<file path="config.mk">
export PLATFORM = sky130hd
export DESIGN_NAME = refcnt_test_seq
export DESIGN_NICKNAME = d
export VERILOG_FILES = /design/src/rtl/rtc_pkg.sv /design/src/rtl/rtc_addr_walker.sv /design/src/rtl/rtc_pattern_gen.sv /design/src/rtl/rtc_fail_trap.sv /design/src/rtl/refcnt_test_seq.sv
export SDC_FILE = /design/constraint.sdc
export NUM_CORES = 1
export LEC_CHECK = 0
export BUFFER_PORTS_ARGS = -buffer_cell sky130_fd_sc_hd__buf_2
export CAP_MARGIN = 20
export CORE_MARGIN = 8
export CORE_UTILIZATION = 35
export DETAILED_ROUTE_END_ITERATION = 8
export PLACE_DENSITY = 0.55
export SYNTH_ARGS = -nofsm -noshare
export SYNTH_HDL_FRONTEND = slang
export SYNTH_SLANG_ARGS = --single-unit
</file>
<file path="constraint.sdc">
create_clock -name clk -period 4.64 [get_ports clk]
set_clock_uncertainty 0.2 [all_clocks]
set_input_delay 0.928 -clock clk [delete_from_list [all_inputs] [get_ports clk]]
set_output_delay 0.928 -clock clk [all_outputs]
set_load 0.05 [all_outputs]
</file>
<file path="src/rtl/rtc_pkg.sv">
package rtc_pkg;

    typedef enum logic [1:0] {
        OP_WRITE   = 2'd0,
        OP_READ    = 2'd1,
        OP_CNT_RW  = 2'd2,
        OP_INIT    = 2'd3
    } rtc_op_e;

    typedef enum logic [2:0] {
        ST_FILL    = 3'd0,
        ST_CNT_A   = 3'd1,
        ST_READ_A  = 3'd2,
        ST_CNT_B   = 3'd3,
        ST_READ_B  = 3'd4
    } rtc_step_e;

    typedef enum logic [2:0] {
        S_IDLE,
        S_INIT,
        S_ISSUE,
        S_WAIT,
        S_DONE,
        S_STOP
    } rtc_state_e;

    localparam int STEPS_PER_PASS = 5;

endpackage

</file>
<file path="src/rtl/rtc_addr_walker.sv">
module rtc_addr_walker #(
    parameter int ROWS = 8,
    parameter int COLS = 4
) (
    input  logic                           clk,
    input  logic                           rst_n,
    input  logic                           clear,
    input  logic                           adv,
    input  logic                           sweep_cols,
    output logic [$clog2(ROWS)-1:0]        row,
    output logic [$clog2(COLS)-1:0]        col,
    output logic [$clog2(ROWS*COLS)-1:0]   idx,
    output logic                           last
);
    localparam int ROW_W = $clog2(ROWS);
    localparam int COL_W = $clog2(COLS);
    localparam int IDX_W = $clog2(ROWS * COLS);
    localparam logic [ROW_W-1:0] ROW_MAX = ROW_W'(ROWS - 1);
    localparam logic [COL_W-1:0] COL_MAX = COL_W'(COLS - 1);

    logic row_end;
    logic col_end;

    assign row_end = (row == ROW_MAX);
    assign col_end = (col == COL_MAX);
    assign last    = row_end && (!sweep_cols || col_end);

    always_ff @(posedge clk or negedge rst_n) begin
        if (!rst_n) begin
            row <= '0;
            col <= '0;
            idx <= '0;
        end else if (clear) begin
            row <= '0;
            col <= '0;
            idx <= '0;
        end else if (adv) begin
            idx <= idx + IDX_W'(1);
            if (sweep_cols) begin
                if (col_end) begin
                    col <= '0;
                    row <= row_end ? '0 : row + ROW_W'(1);
                end else begin
                    col <= col + COL_W'(1);
                end
            end else begin
                row <= row_end ? '0 : row + ROW_W'(1);
            end
        end
    end

endmodule

</file>
<file path="src/rtl/rtc_pattern_gen.sv">
module rtc_pattern_gen
    import rtc_pkg::*;
#(
    parameter int COLS   = 4,
    parameter int DATA_W = 8
) (
    input  rtc_step_e                 step,
    input  logic                      phase,
    input  logic [$clog2(COLS)-1:0]   walk_col,
    input  logic [$clog2(COLS)-1:0]   lock_col,
    output rtc_op_e                   op,
    output logic [$clog2(COLS)-1:0]   col,
    output logic [DATA_W-1:0]         wdata,
    output logic [DATA_W-1:0]         expect_data,
    output logic                      needs_rsp,
    output logic                      sweep
);
    logic [DATA_W-1:0] base;
    logic              on_lock;

    assign base    = phase ? {DATA_W{1'b1}} : {DATA_W{1'b0}};
    assign on_lock = (walk_col == lock_col);

    always_comb begin
        op          = OP_WRITE;
        col         = walk_col;
        wdata       = base;
        expect_data = base;
        needs_rsp   = 1'b0;
        sweep       = 1'b1;
        unique case (step)
            ST_FILL: begin
                op    = OP_WRITE;
                wdata = base;
            end
            ST_CNT_A: begin
                op          = OP_CNT_RW;
                col         = lock_col;
                sweep       = 1'b0;
                needs_rsp   = 1'b1;
                expect_data = base;
                wdata       = ~base;
            end
            ST_READ_A: begin
                op          = OP_READ;
                needs_rsp   = 1'b1;
                expect_data = on_lock ? ~base : base;
            end
            ST_CNT_B: begin
                op          = OP_CNT_RW;
                col         = lock_col;
                sweep       = 1'b0;
                needs_rsp   = 1'b1;
                expect_data = ~base;
                wdata       = base;
            end
            ST_READ_B: begin
                op          = OP_READ;
                needs_rsp   = 1'b1;
                expect_data = base;
            end
            default: begin
                op = OP_WRITE;
            end
        endcase
    end

endmodule

</file>
<file path="src/rtl/rtc_fail_trap.sv">
module rtc_fail_trap #(
    parameter int DATA_W = 8,
    parameter int IDX_W  = 5
) (
    input  logic              clk,
    input  logic              rst_n,
    input  logic              clear,
    input  logic              capture,
    input  logic [3:0]        step_code,
    input  logic [IDX_W-1:0]  idx,
    input  logic [DATA_W-1:0] expect_data,
    input  logic [DATA_W-1:0] actual_data,
    output logic              tripped,
    output logic [3:0]        trap_step,
    output logic [IDX_W-1:0]  trap_idx,
    output logic [DATA_W-1:0] trap_expect,
    output logic [DATA_W-1:0] trap_actual
);
    always_ff @(posedge clk or negedge rst_n) begin
        if (!rst_n) begin
            tripped     <= 1'b0;
            trap_step   <= '0;
            trap_idx    <= '0;
            trap_expect <= '0;
            trap_actual <= '0;
        end else if (clear) begin
            tripped     <= 1'b0;
            trap_step   <= '0;
            trap_idx    <= '0;
            trap_expect <= '0;
            trap_actual <= '0;
        end else if (capture && !tripped) begin
            tripped     <= 1'b1;
            trap_step   <= step_code;
            trap_idx    <= idx;
            trap_expect <= expect_data;
            trap_actual <= actual_data;
        end
    end

endmodule

</file>
<file path="src/rtl/refcnt_test_seq.sv">
module refcnt_test_seq
    import rtc_pkg::*;
#(
    parameter int ROWS        = 8,
    parameter int COLS        = 4,
    parameter int DATA_W      = 8,
    parameter int INIT_CYCLES = 8
) (
    input  logic                          clk,
    input  logic                          rst_n,
    input  logic                          start,
    input  logic [$clog2(COLS)-1:0]       test_col,
    output logic                          cmd_valid,
    input  logic                          cmd_ready,
    output logic [1:0]                    cmd_op,
    output logic [$clog2(ROWS)-1:0]       cmd_row,
    output logic [$clog2(COLS)-1:0]       cmd_col,
    output logic [DATA_W-1:0]             cmd_wdata,
    input  logic                          rsp_valid,
    input  logic [DATA_W-1:0]             rsp_rdata,
    output logic                          busy,
    output logic                          done,
    output logic                          pass,
    output logic                          fail,
    output logic [3:0]                    fail_step,
    output logic [$clog2(ROWS*COLS)-1:0]  fail_index,
    output logic [DATA_W-1:0]             fail_expect,
    output logic [DATA_W-1:0]             fail_actual
);
    localparam int ROW_W  = $clog2(ROWS);
    localparam int COL_W  = $clog2(COLS);
    localparam int IDX_W  = $clog2(ROWS * COLS);
    localparam int INIT_W = $clog2(INIT_CYCLES + 1);
    localparam logic [INIT_W-1:0] INIT_LAST = INIT_W'(INIT_CYCLES - 1);

    rtc_state_e          state_q, state_d;
    rtc_step_e           step_q;
    logic                phase_q;
    logic [COL_W-1:0]    col_lock;
    logic [INIT_W-1:0]   init_cnt;

    logic [ROW_W-1:0]    w_row;
    logic [COL_W-1:0]    w_col;
    logic [IDX_W-1:0]    w_idx;
    logic                w_last;

    rtc_op_e             g_op;
    logic [COL_W-1:0]    g_col;
    logic [DATA_W-1:0]   g_wdata;
    logic [DATA_W-1:0]   g_expect;
    logic                g_needs_rsp;
    logic                g_sweep;

    logic                launch;
    logic                cmd_fire;
    logic                issue_adv;
    logic                rsp_ok;
    logic                mismatch;
    logic                step_adv;
    logic                seq_end;
    logic                init_last;
    logic                walk_clear;
    logic [3:0]          step_code;

    // event decode shared by state and datapath
    always_comb begin
        launch    = start && (state_q == S_IDLE || state_q == S_DONE || state_q == S_STOP);
        cmd_fire  = cmd_valid && cmd_ready;
        issue_adv = (state_q == S_ISSUE) && cmd_fire && !g_needs_rsp;
        rsp_ok    = (state_q == S_WAIT) && rsp_valid && (rsp_rdata == g_expect);
        mismatch  = (state_q == S_WAIT) && rsp_valid && (rsp_rdata != g_expect);
        step_adv  = issue_adv || rsp_ok;
        seq_end   = step_adv && w_last && phase_q && (step_q == ST_READ_B);
        init_last = (state_q == S_INIT) && cmd_fire && (init_cnt == INIT_LAST);
        walk_clear = launch || (step_adv && w_last);
        step_code = 4'(step_q) + 4'd1 + (phase_q ? 4'(STEPS_PER_PASS) : 4'd0);
    end

    // next-state logic
    always_comb begin
        state_d = state_q;
        unique case (state_q)
            S_IDLE, S_DONE, S_STOP: begin
                if (launch) state_d = S_INIT;
            end
            S_INIT: begin
                if (init_last) state_d = S_ISSUE;
            end
            S_ISSUE: begin
                if (cmd_fire) begin
                    if (g_needs_rsp)  state_d = S_WAIT;
                    else if (seq_end) state_d = S_DONE;
                end
            end
            S_WAIT: begin
                if (mismatch)     state_d = S_STOP;
                else if (seq_end) state_d = S_DONE;
                else if (rsp_ok)  state_d = S_ISSUE;
            end
            default: state_d = S_IDLE;
        endcase
    end

    // state register
    always_ff @(posedge clk or negedge rst_n) begin
        if (!rst_n) state_q <= S_IDLE;
        else        state_q <= state_d;
    end

    // step, pass and column bookkeeping
    always_ff @(posedge clk or negedge rst_n) begin
        if (!rst_n) begin
            step_q   <= ST_FILL;
            phase_q  <= 1'b0;
            col_lock <= '0;
            init_cnt <= '0;
        end else if (launch) begin
            step_q   <= ST_FILL;
            phase_q  <= 1'b0;
            col_lock <= test_col;
            init_cnt <= '0;
        end else begin
            if ((state_q == S_INIT) && cmd_fire)
                init_cnt <= init_cnt + INIT_W'(1);
            if (step_adv && w_last && !seq_end) begin
                if (step_q == ST_READ_B) begin
                    step_q  <= ST_FILL;
                    phase_q <= 1'b1;
                end else begin
                    step_q <= rtc_step_e'(3'(step_q) + 3'd1);
                end
            end
        end
    end

    rtc_addr_walker #(
        .ROWS (ROWS),
        .COLS (COLS)
    ) u_walker (
        .clk        (clk),
        .rst_n      (rst_n),
        .clear      (walk_clear),
        .adv        (step_adv),
        .sweep_cols (g_sweep),
        .row        (w_row),
        .col        (w_col),
        .idx        (w_idx),
        .last       (w_last)
    );

    rtc_pattern_gen #(
        .COLS   (COLS),
        .DATA_W (DATA_W)
    ) u_pattern (
        .step        (step_q),
        .phase       (phase_q),
        .walk_col    (w_col),
        .lock_col    (col_lock),
        .op          (g_op),
        .col         (g_col),
        .wdata       (g_wdata),
        .expect_data (g_expect),
        .needs_rsp   (g_needs_rsp),
        .sweep       (g_sweep)
    );

    rtc_fail_trap #(
        .DATA_W (DATA_W),
        .IDX_W  (IDX_W)
    ) u_trap (
        .clk         (clk),
        .rst_n       (rst_n),
        .clear       (launch),
        .capture     (mismatch),
        .step_code   (step_code),
        .idx         (w_idx),
        .expect_data (g_expect),
        .actual_data (rsp_rdata),
        .tripped     (fail),
        .trap_step   (fail_step),
        .trap_idx    (fail_index),
        .trap_expect (fail_expect),
        .trap_actual (fail_actual)
    );

    // outputs
    always_comb begin
        cmd_valid = 1'b0;
        cmd_op    = 2'(OP_WRITE);
        cmd_row   = '0;
        cmd_col   = '0;
        cmd_wdata = '0;
        busy      = 1'b0;
        done      = 1'b0;
        pass      = 1'b0;
        unique case (state_q)
            S_IDLE: ;
            S_INIT: begin
                busy      = 1'b1;
                cmd_valid = 1'b1;
                cmd_op    = 2'(OP_INIT);
            end
            S_ISSUE: begin
                busy      = 1'b1;
                cmd_valid = 1'b1;
                cmd_op    = 2'(g_op);
                cmd_row   = g_sweep ? w_row : '0;
                cmd_col   = g_col;
                cmd_wdata = g_wdata;
            end
            S_WAIT: busy = 1'b1;
            S_DONE: begin
                done = 1'b1;
                pass = 1'b1;
            end
            S_STOP: done = 1'b1;
            default: ;
        endcase
    end

endmodule

</file>
Word-level counts from Yosys, hierarchy flattened. Index checks and enable logic that the tools add are counted.

Bits in registers: 49. Bits in latches: 0. Memory bits (writable): 0. ROM bits: 0. Input port bits: 15. Output and inout bits: 45. Word-level logic and storage cells: 138. Memories kept: 0.

Add/subtract/negate cells: 7. Multipliers: 0. Divide/modulo/power cells: 0. Magnitude comparators: 0. Equal/unequal tests: 21. Shift-type cells: 0. Mux-type cells: 55. Bitwise gates (word level): 1. Reductions and logical operators: 41.

Operator list (count): $mux W8 (8); $mux W3 (19); $mux W5 (4); $mux W4 (4); $pmux W8 S2 (1); $logic_and A1 B1 Y1 (15); $eq A3 B2 Y1 const B (4); $eq A3 B3 Y1 const B (4); $mux W2 (6); $pmux W3 S4 (1); $mux W1 (10); $reduce_bool A2 Y1 (5); $eq A8 B8 Y1 (1); $ne A8 B8 Y1 (1); $not A8 Y8 (1); $pmux W2 S2 (2); $reduce_or A2 Y1 (4); $add A3 B1 Y3 const B (2); $eq A3 B1 Y1 const B (2); $ne A2 B2 Y1 const B (3); $reduce_and A2 Y1 (3); $reduce_or A3 Y1 (2); $add A5 B1 Y5 const B (1); $logic_or A1 B1 Y1 (5); other kinds (15) (17).

Depth between registers and ports, before layout. Gate-level depths: netlist of run 1.

Word-level depth: 14. Depth in mapped cells: 10. Gate-level depth less buffers: 8.

Cells and area by module. Synthesis of run 1 repeated with hierarchy kept, for this count alone.

Cell total of the unflattened synthesis: 336. Area, all modules: 3275.6 um^2.

By module, submodules not included: rtc_fail_trap (instances 1, cells an instance 115, area each 1365.1 um^2, seq. area each 650.6 um^2); refcnt_test_seq (instances 1, cells an instance 139, area each 1136.1 um^2, seq. area each 325.3 um^2); rtc_addr_walker (instances 1, cells an instance 49, area each 536.8 um^2, seq. area each 250.2 um^2); rtc_pattern_gen (instances 1, cells an instance 33, area each 237.7 um^2, seq. area each 0.0 um^2).

Worst setup path after synthesis of run 1. No wires, ideal clock.

Path kind: reg2out. From: register step_q[1]. To: output cmd_wdata[1]. Data arrival time: 2279 ps. Required time: 3512 ps. Setup slack: 1233 ps. Cell stages (with the launch flop): 7. Path buffers: 1. Cell sequence: dfrtp_1 inv_1 ha_1 nor2b_1 xnor2_1 nor2_1 buf_4.

Cells in the longest elaborated chain, start to end: 3.

Ends and longest elaborated chain: from (decl) (line refcnt_test_seq.sv:37) `rtc_step_e step_q;`; from (signal assigned) (line refcnt_test_seq.sv:130) `step_q <= rtc_step_e'(3'(step_q) + 3'd1);`; $eq A3 B1 Y1 (line rtc_pattern_gen.sv:31) `unique case (step)`; $mux W8 (line rtc_pattern_gen.sv:31); $mux W8 (line refcnt_test_seq.sv:196) `unique case (state_q)`; to (decl) (line refcnt_test_seq.sv:18) `output logic [DATA_W-1:0] cmd_wdata,`.

No other way between the ends.

Worst setup path after layout of run 1.
From: register step_q[1]. To: output cmd_wdata[2].

Same word-level chain as after synthesis.

==> metrics.csv, run 1 <==
metric;value;unit
status;finished, final reports clean;
arrival;2340;ps
wire_per_inst;14.56;um
final_common_cell;buf_2;
start_util;36.22;%
drc;0;
htree_levels;2;
p_int;0.7200;mW
ctsHoldBuffers;0;
num_vias;2105;
netlist_instances;284;
grt_pass1_wl;10210;um
clockPowerShare;23.7;%
synth_cell_types;52;
core;7292;um2
insertion_delay;300;ps
antenna_found_initial;0;
drive_gt1_share;24.32;%
first_iter_violations;48;
die_area;10580;um2
rsz0062_at_grt;false;
synth-main-ff-cell;dfrtp_1;
track_usage;12.09;%
cts_tree;done;
fin_crit_sh;74.64;%
mostFrequentLayoutCells;59 x buf_2, 42 x dfrtp_1, 41 x nand2_1;
async_flop_share;100.0;%
yosysWarnings;0;
cp.required;3510;ps
cts_root_buffer;clkbuf_8;
die_h;102.9;um
critical_path_class;reg2out;
ant_nets;0;
critPathMaxFanout;8;
setup_tns;0;ps
fp.dieW;102.9;um
slowest_delay;470;ps
place.port_buffers;59;
grt_pass1_vias;2132;
p_sw_share;42.49;%
slew_headroom;43.02;%
ios;60;
cts_resized;0;
numClockSinks;42;
firstDrtPassIters;4;
synth.net_count;312;
max-vdd-ir-drop;133.0;uV
place.gp.congestion;0.7549;
fin_nets;356;
tightestPinTransition;838.0;ps
numCtsBuffers;5;
synth_area;2641;um2
power_frac_seq;38.3;%
clk_pin_slew_worst_paths;90;ps
powerDensity;411.1;nW/um2
cp_top_family;simple AND/OR/NAND/NOR gates;
power.switching;0.5321;mW
clockBufferDepth;2;
cp-end-kind;output port;
syn_area_per_cell;9.300;um2
ys_seq_area_share;39.79;%
crit_chain;inv_1 -> ha_1 -> nor2b_1 -> xnor2_1 -> nor2_1 -> buf_2;
post-cts-setup-buffers;0;
holdWs;326.6;ps
grt_max_degree;43;
leakage;1.679;nW
cp_slowest_cell;dfrtp_1;
drv_cap;0;
syn2layout_area_growth;15.30;%
n_antenna_cell;0;
worstHoldPathType;reg2reg;
path_buf_inv;2;
fmax;288.7;MHz
slew_violations;0;
grt_remaining_overflow;0;
fp-row-count;31;
fin_crit;3463;ps
ys_seq_elements;42;
synth_edf_count;0;
final_hold_viol_count;0;
drt_wl_total;6232;um
setup_violations;0;
comb_power_share;38.0;%
via_per_inst;4.918;
cp-start-kind;flip-flop;
place_hpwl;4524;um
[stage by stage]
| step | power (mW) | instances | utilization [%] | setup slack [ps] | area, um2 |
|---|---|---|---|---|---|
| after floorplan | 0.8396 | 284 | - | 1233 | 2641 |
| after global placement | 0.9409 | 418 | 39.60 | 1382 | 2888 |
| after detailed placement | 0.9487 | 418 | 39.60 | 1317 | 2888 |
| after CTS | 1.247 | 426 | 41.11 | 1160 | 2998 |
| after global routing | 1.322 | 428 | 41.76 | 1004 | 3045 |
| final | 1.252 | 428 | 41.76 | 1177 | 3045 |
[layout make-up]
class                           instances  area (um2)
Tap cell                               99       123.9
Clock inverter                          2       37.54
Fill cell                             764        4247
Multi-Input combinational cell        195        1328
Sequential cell                        42        1051
Inverter                               22       82.58
Timing Repair Buffer                   62       350.3
Clock buffer                            6       72.57
[cells in the mapped netlist, drive strengths merged, types with 2 or more instances]
cell type	count	area share, %
or4	2	0.57
a211oi	2	0.57
or3	4	0.95
nand2b	4	0.95
nand4	4	0.95
a21oi	13	2.6
a31oi	2	0.47
a21boi	2	0.57
mux2i	25	9.6
nor2b	6	1.5
clkbuf	6	0.85
nand3	4	0.76
o21ai	10	2.0
buf	19	6.0
dfrtp	42	40
nand2	44	6.7
xor2	2	0.66
nor3b	4	1.6
ha	13	6.2
and3	5	1.2
or2	2	0.47
xnor2	5	1.9
inv	22	3.1
o32ai	5	1.9
nor2	18	2.6
and2	5	1.2
nand3b	3	0.85
[flip-flops by register name (all words and copies together), names as in the netlist, 2 cells and up]
name,count
state_q,3
u_trap.trap_idx,5
u_walker.idx,5
step_q,3
col_lock,2
u_walker.col,2
u_trap.trap_step,4
u_trap.trap_actual,8
u_walker.row,3
init_cnt,4
[routing by layer]
metal  vias up  part of all wire, %  global-route usage, %
met2        38                   48                  20.93
met4         0                  1.0                  4.004
met1      1020                   46                  14.78
met5         -                    0                      0
met3         5                  5.0                  2.161
li1       1042                    -                      -
[power groups by stage]
stage                     Clock, mW  Combinational (mW)  Sequential (mW)
after floorplan                   0               0.299            0.540
after global placement            0               0.456            0.485
after detailed placement          0               0.461            0.487
after CTS                     0.306               0.462            0.480
after global routing          0.317               0.515            0.490
final                         0.297               0.476            0.479
[cells by family after synthesis]
logic type	Yosys count	share of synthesized area [%]
and+or+nand+nor	108	21.22
muxes	25	9.616
buffers and inverters	47	9.948
xor gates and xnor gates	7	2.606
AOI/OAI and AO/OA	42	10.66
DFF	42	39.79
adders and majority gates	13	6.158
[worst register-to-register path, cell delays in order, from the launching register on]
cell and delay, ps:
dfrtp_1 470, ha_1 230, ha_1 260, nand4bb_1 150, o21ai_2 80, nor3b_4 320
mux2i_1 390, nand3b_1 420, buf_4 360, mux2i_1 140
[worst paths after layout]
kind,startpoint,to,slack [ps],cells past startpoint
min in group asynchronous,rst_n,u_trap.trap_idx[0],350,1
min reg2reg,u_trap.trap_actual[1],u_trap.trap_actual[1],330,2
min,u_trap.trap_actual[1],u_trap.trap_actual[1],330,2
max in group asynchronous,rst_n,phase_q,3400,2
max reg2reg,step_q[1],u_trap.trap_step[3],1500,9
max,step_q[1],cmd_wdata[2],1180,6
Note: power is estimated with default switching activity, not from simulation.
==> inputs of run 2 (changes only) <==
--- a/config.mk
+++ b/config.mk
@@ -5,12 +5,13 @@
 export SDC_FILE = /design/constraint.sdc
 export NUM_CORES = 1
 export LEC_CHECK = 0
+export ABC_AREA = 1
 export BUFFER_PORTS_ARGS = -buffer_cell sky130_fd_sc_hd__buf_2
 export CAP_MARGIN = 20
 export CORE_MARGIN = 8
 export CORE_UTILIZATION = 35
 export DETAILED_ROUTE_END_ITERATION = 8
-export PLACE_DENSITY = 0.55
+export PLACE_DENSITY = 0.57
 export SYNTH_ARGS = -nofsm -noshare
 export SYNTH_HDL_FRONTEND = slang
 export SYNTH_SLANG_ARGS = --single-unit
==> constraint.sdc (replaced) <==
create_clock -name clk -period 2.85 [get_ports clk]
set_clock_uncertainty 0.2 [all_clocks]
set_input_delay 0.57 -clock clk [delete_from_list [all_inputs] [get_ports clk]]
set_output_delay 0.57 -clock clk [all_outputs]
set_load 0.05 [all_outputs]
==> run 2 against run 1 <==
Against the previous run: count of clock-buffer cells in the layout did not move; clock power up 40%; synthesized cell count rose by 13%; largest power group is now combinational logic.
==> metrics.csv, run 2 <==
metric;value;unit
mostFrequentLayoutCells;70 x nand2_1, 51 x buf_2, 42 x dfrtp_1;
r2r_end;u_trap.trap_step[2];
drv_cap;0;
grt_remaining_overflow;0;
arrival;1940;ps
crit_chain;ha_1 -> ha_1 -> nor2_4 -> o21ai_0 -> a21oi_1 -> buf_2;
final_common_cell;nand2_1;
drive_gt1_share;34.05;%
synth.net_count;348;
synth_cell_types;36;
fin_crit;2711;ps
powerDensity;998.2;nW/um2
place.port_buffers;59;
final_hold_viol_count;0;
r2r_start;step_q[1];
core;7527;um2
die_area;10650;um2
synth_area;2661;um2
cp.required;2080;ps
first_iter_violations;107;
tightestPinTransition;512.8;ps
async_flop_share;100.0;%
critPathMaxFanout;6;
netlist_instances;320;
regMostFlops;u_trap.trap_actual;
track_usage;11.95;%
synth.most_common_cell;nand2_1;
path_buf_inv;1;
cts_root_buffer;clkbuf_8;
grt_pass1_vias;2111;
cp_top_family;flip-flops;
reg2regPathDepth;12;
synth_commonest_cells;70 x nand2_1, 42 x dfrtp_1, 31 x inv_1;
dpl_cell_area;2995;um2
drt_wl_total;6093;um
fmax;368.8;MHz
numCtsBuffers;5;
syn_area_per_cell;8.317;um2
worstHoldPathType;in2async;
setup_tns;0;ps
drc;0;
antenna_found_initial;0;
fp-row-count;32;
yosysTopAreaCellShare;39.49;%
status;finished, final reports clean;
fin_nets;400;
largest_register_ffs;8;
yosysWarnings;0;
leakage;1.661;nW
syn2layout_area_growth;16.88;%
setup_violations;0;
slew_violations;0;
critPathMostFrequentCell;ha_1;
firstDrtPassIters;4;
n_antenna_cell;0;
reg_top3;u_trap.trap_actual: 8 flops, u_trap.trap_idx: 5 flops, u_walker.idx: 5 flops;
slowest_delay;460;ps
grt_max_degree;43;
r2r_setup_slack;540;ps
num_vias;2141;
wire_per_inst;12.83;um
clk_pin_slew_worst_paths;90;ps
synth_edf_count;0;
numClockSinks;42;
fin_crit_sh;95.14;%
slew_headroom;65.60;%
fp.dieW;103.2;um
ys_top_cells_by_area;dfrtp_1 39%, nand2_1 9.9%, ha_1 6.1%;
cts_tree;done;
ios;60;
cp-start-kind;flip-flop;
die_h;103.2;um
critical_path_class;reg2out;
synth_top_cell_by_area;dfrtp_1;
synth-main-ff-cell;dfrtp_1;
start_util;35.36;%
cts_resized;0;
clockBufferDepth;2;
cp-end-kind;output port;
fin_area;3110;um2
place_hpwl;4644;um
grt_pass1_wl;10060;um
via_per_inst;4.507;
insertion_delay;300;ps
ys_seq_area_share;39.49;%
place.gp.congestion;0.8424;
ys_seq_elements;42;
cp_slowest_cell;dfrtp_1;
htree_levels;2;
max-vdd-ir-drop;407.5;uV
ant_nets;0;
post-cts-setup-buffers;0;
rsz0062_at_grt;false;
ctsHoldBuffers;0;
run 2: changes by cell type after synthesis, moves of 7 or more:
| cell | change |
|---|---|
| o21ai_2 | +7 |
| o21ai_0 | +9 |
| nand3_1 | +20 |
| mux2i_1 | -24 |
| nand3_2 | +13 |
| inv_2 | +7 |
| inv_1 | +9 |
| nand2_1 | +29 |
run 2: cell type report:
| cell class | instances | area [um2] |
|---|---|---|
| Clock buffer | 6 | 82.58 |
| Inverter | 42 | 178.9 |
| Multi-Input combinational cell | 217 | 1292 |
| Fill cell | 815 | 4417 |
| Sequential cell | 42 | 1051 |
| Timing Repair Buffer | 64 | 365.4 |
| Tap cell | 102 | 127.6 |
| Clock inverter | 2 | 12.51 |
run 2: where the power goes:
| group | switching, mW | internal (mW) |
|---|---|---|
| Combinational | 1.30 | 0.474 |
| Clock | 0.222 | 0.195 |
| Sequential | 0.143 | 0.775 |
run 2: logic make-up after synthesis:
group | share of synthesized area (%)
AND/OR/NAND/NOR | 30.51
buffers and inverters | 12.08
AO/OA/AOI/OAI | 10.48
flip-flops | 39.49
adder cells (fa/ha/maj) | 6.112
XOR/XNOR | 1.317
run 2: worst max path at each step:
stage	startpoint	to	slack (ps)	cells past startpoint
finish	step_q[1]	cmd_col[1]	140	6
global route	step_q[1]	cmd_col[0]	30	6
CTS	state_q[2]	cmd_wdata[3]	110	6
detailed placement	state_q[2]	cmd_wdata[3]	450	6
global placement	state_q[2]	cmd_wdata[1]	500	6
floorplan	step_q[0]	cmd_op[0]	130	6
run 2: layer usage:
layer | GRT usage (%) | wire length (um)
met1 | 15.36 | 2927
met4 | 3.893 | 65
met5 | 0 | 0
met3 | 3.146 | 311
met2 | 19.06 | 2788
run 2: worst reg2reg max path: cells and delay by family, from the launching register on:
family                     cells  cell delay, ps
DFF                            1             460
buffers and inverters          1             150
adders and majority gates      2             430
AOI/OAI and AO/OA              2             270
and+or+nand+nor                7             670
run 2: per-stage QoR:
step                utilization (%)  setup WS (ps)  power, mW  cells  hold WS [ps]
finish                        41.32          138.6      3.105    475         23.74
global route                  41.32          26.51      3.325    475         28.28
CTS                           41.06          110.2      3.131    475         28.97
detailed placement            39.79          454.7      2.699    467         257.1
global placement              39.79          498.6      2.684    467         255.6
floorplan                         -          135.0      2.324    320         74.41
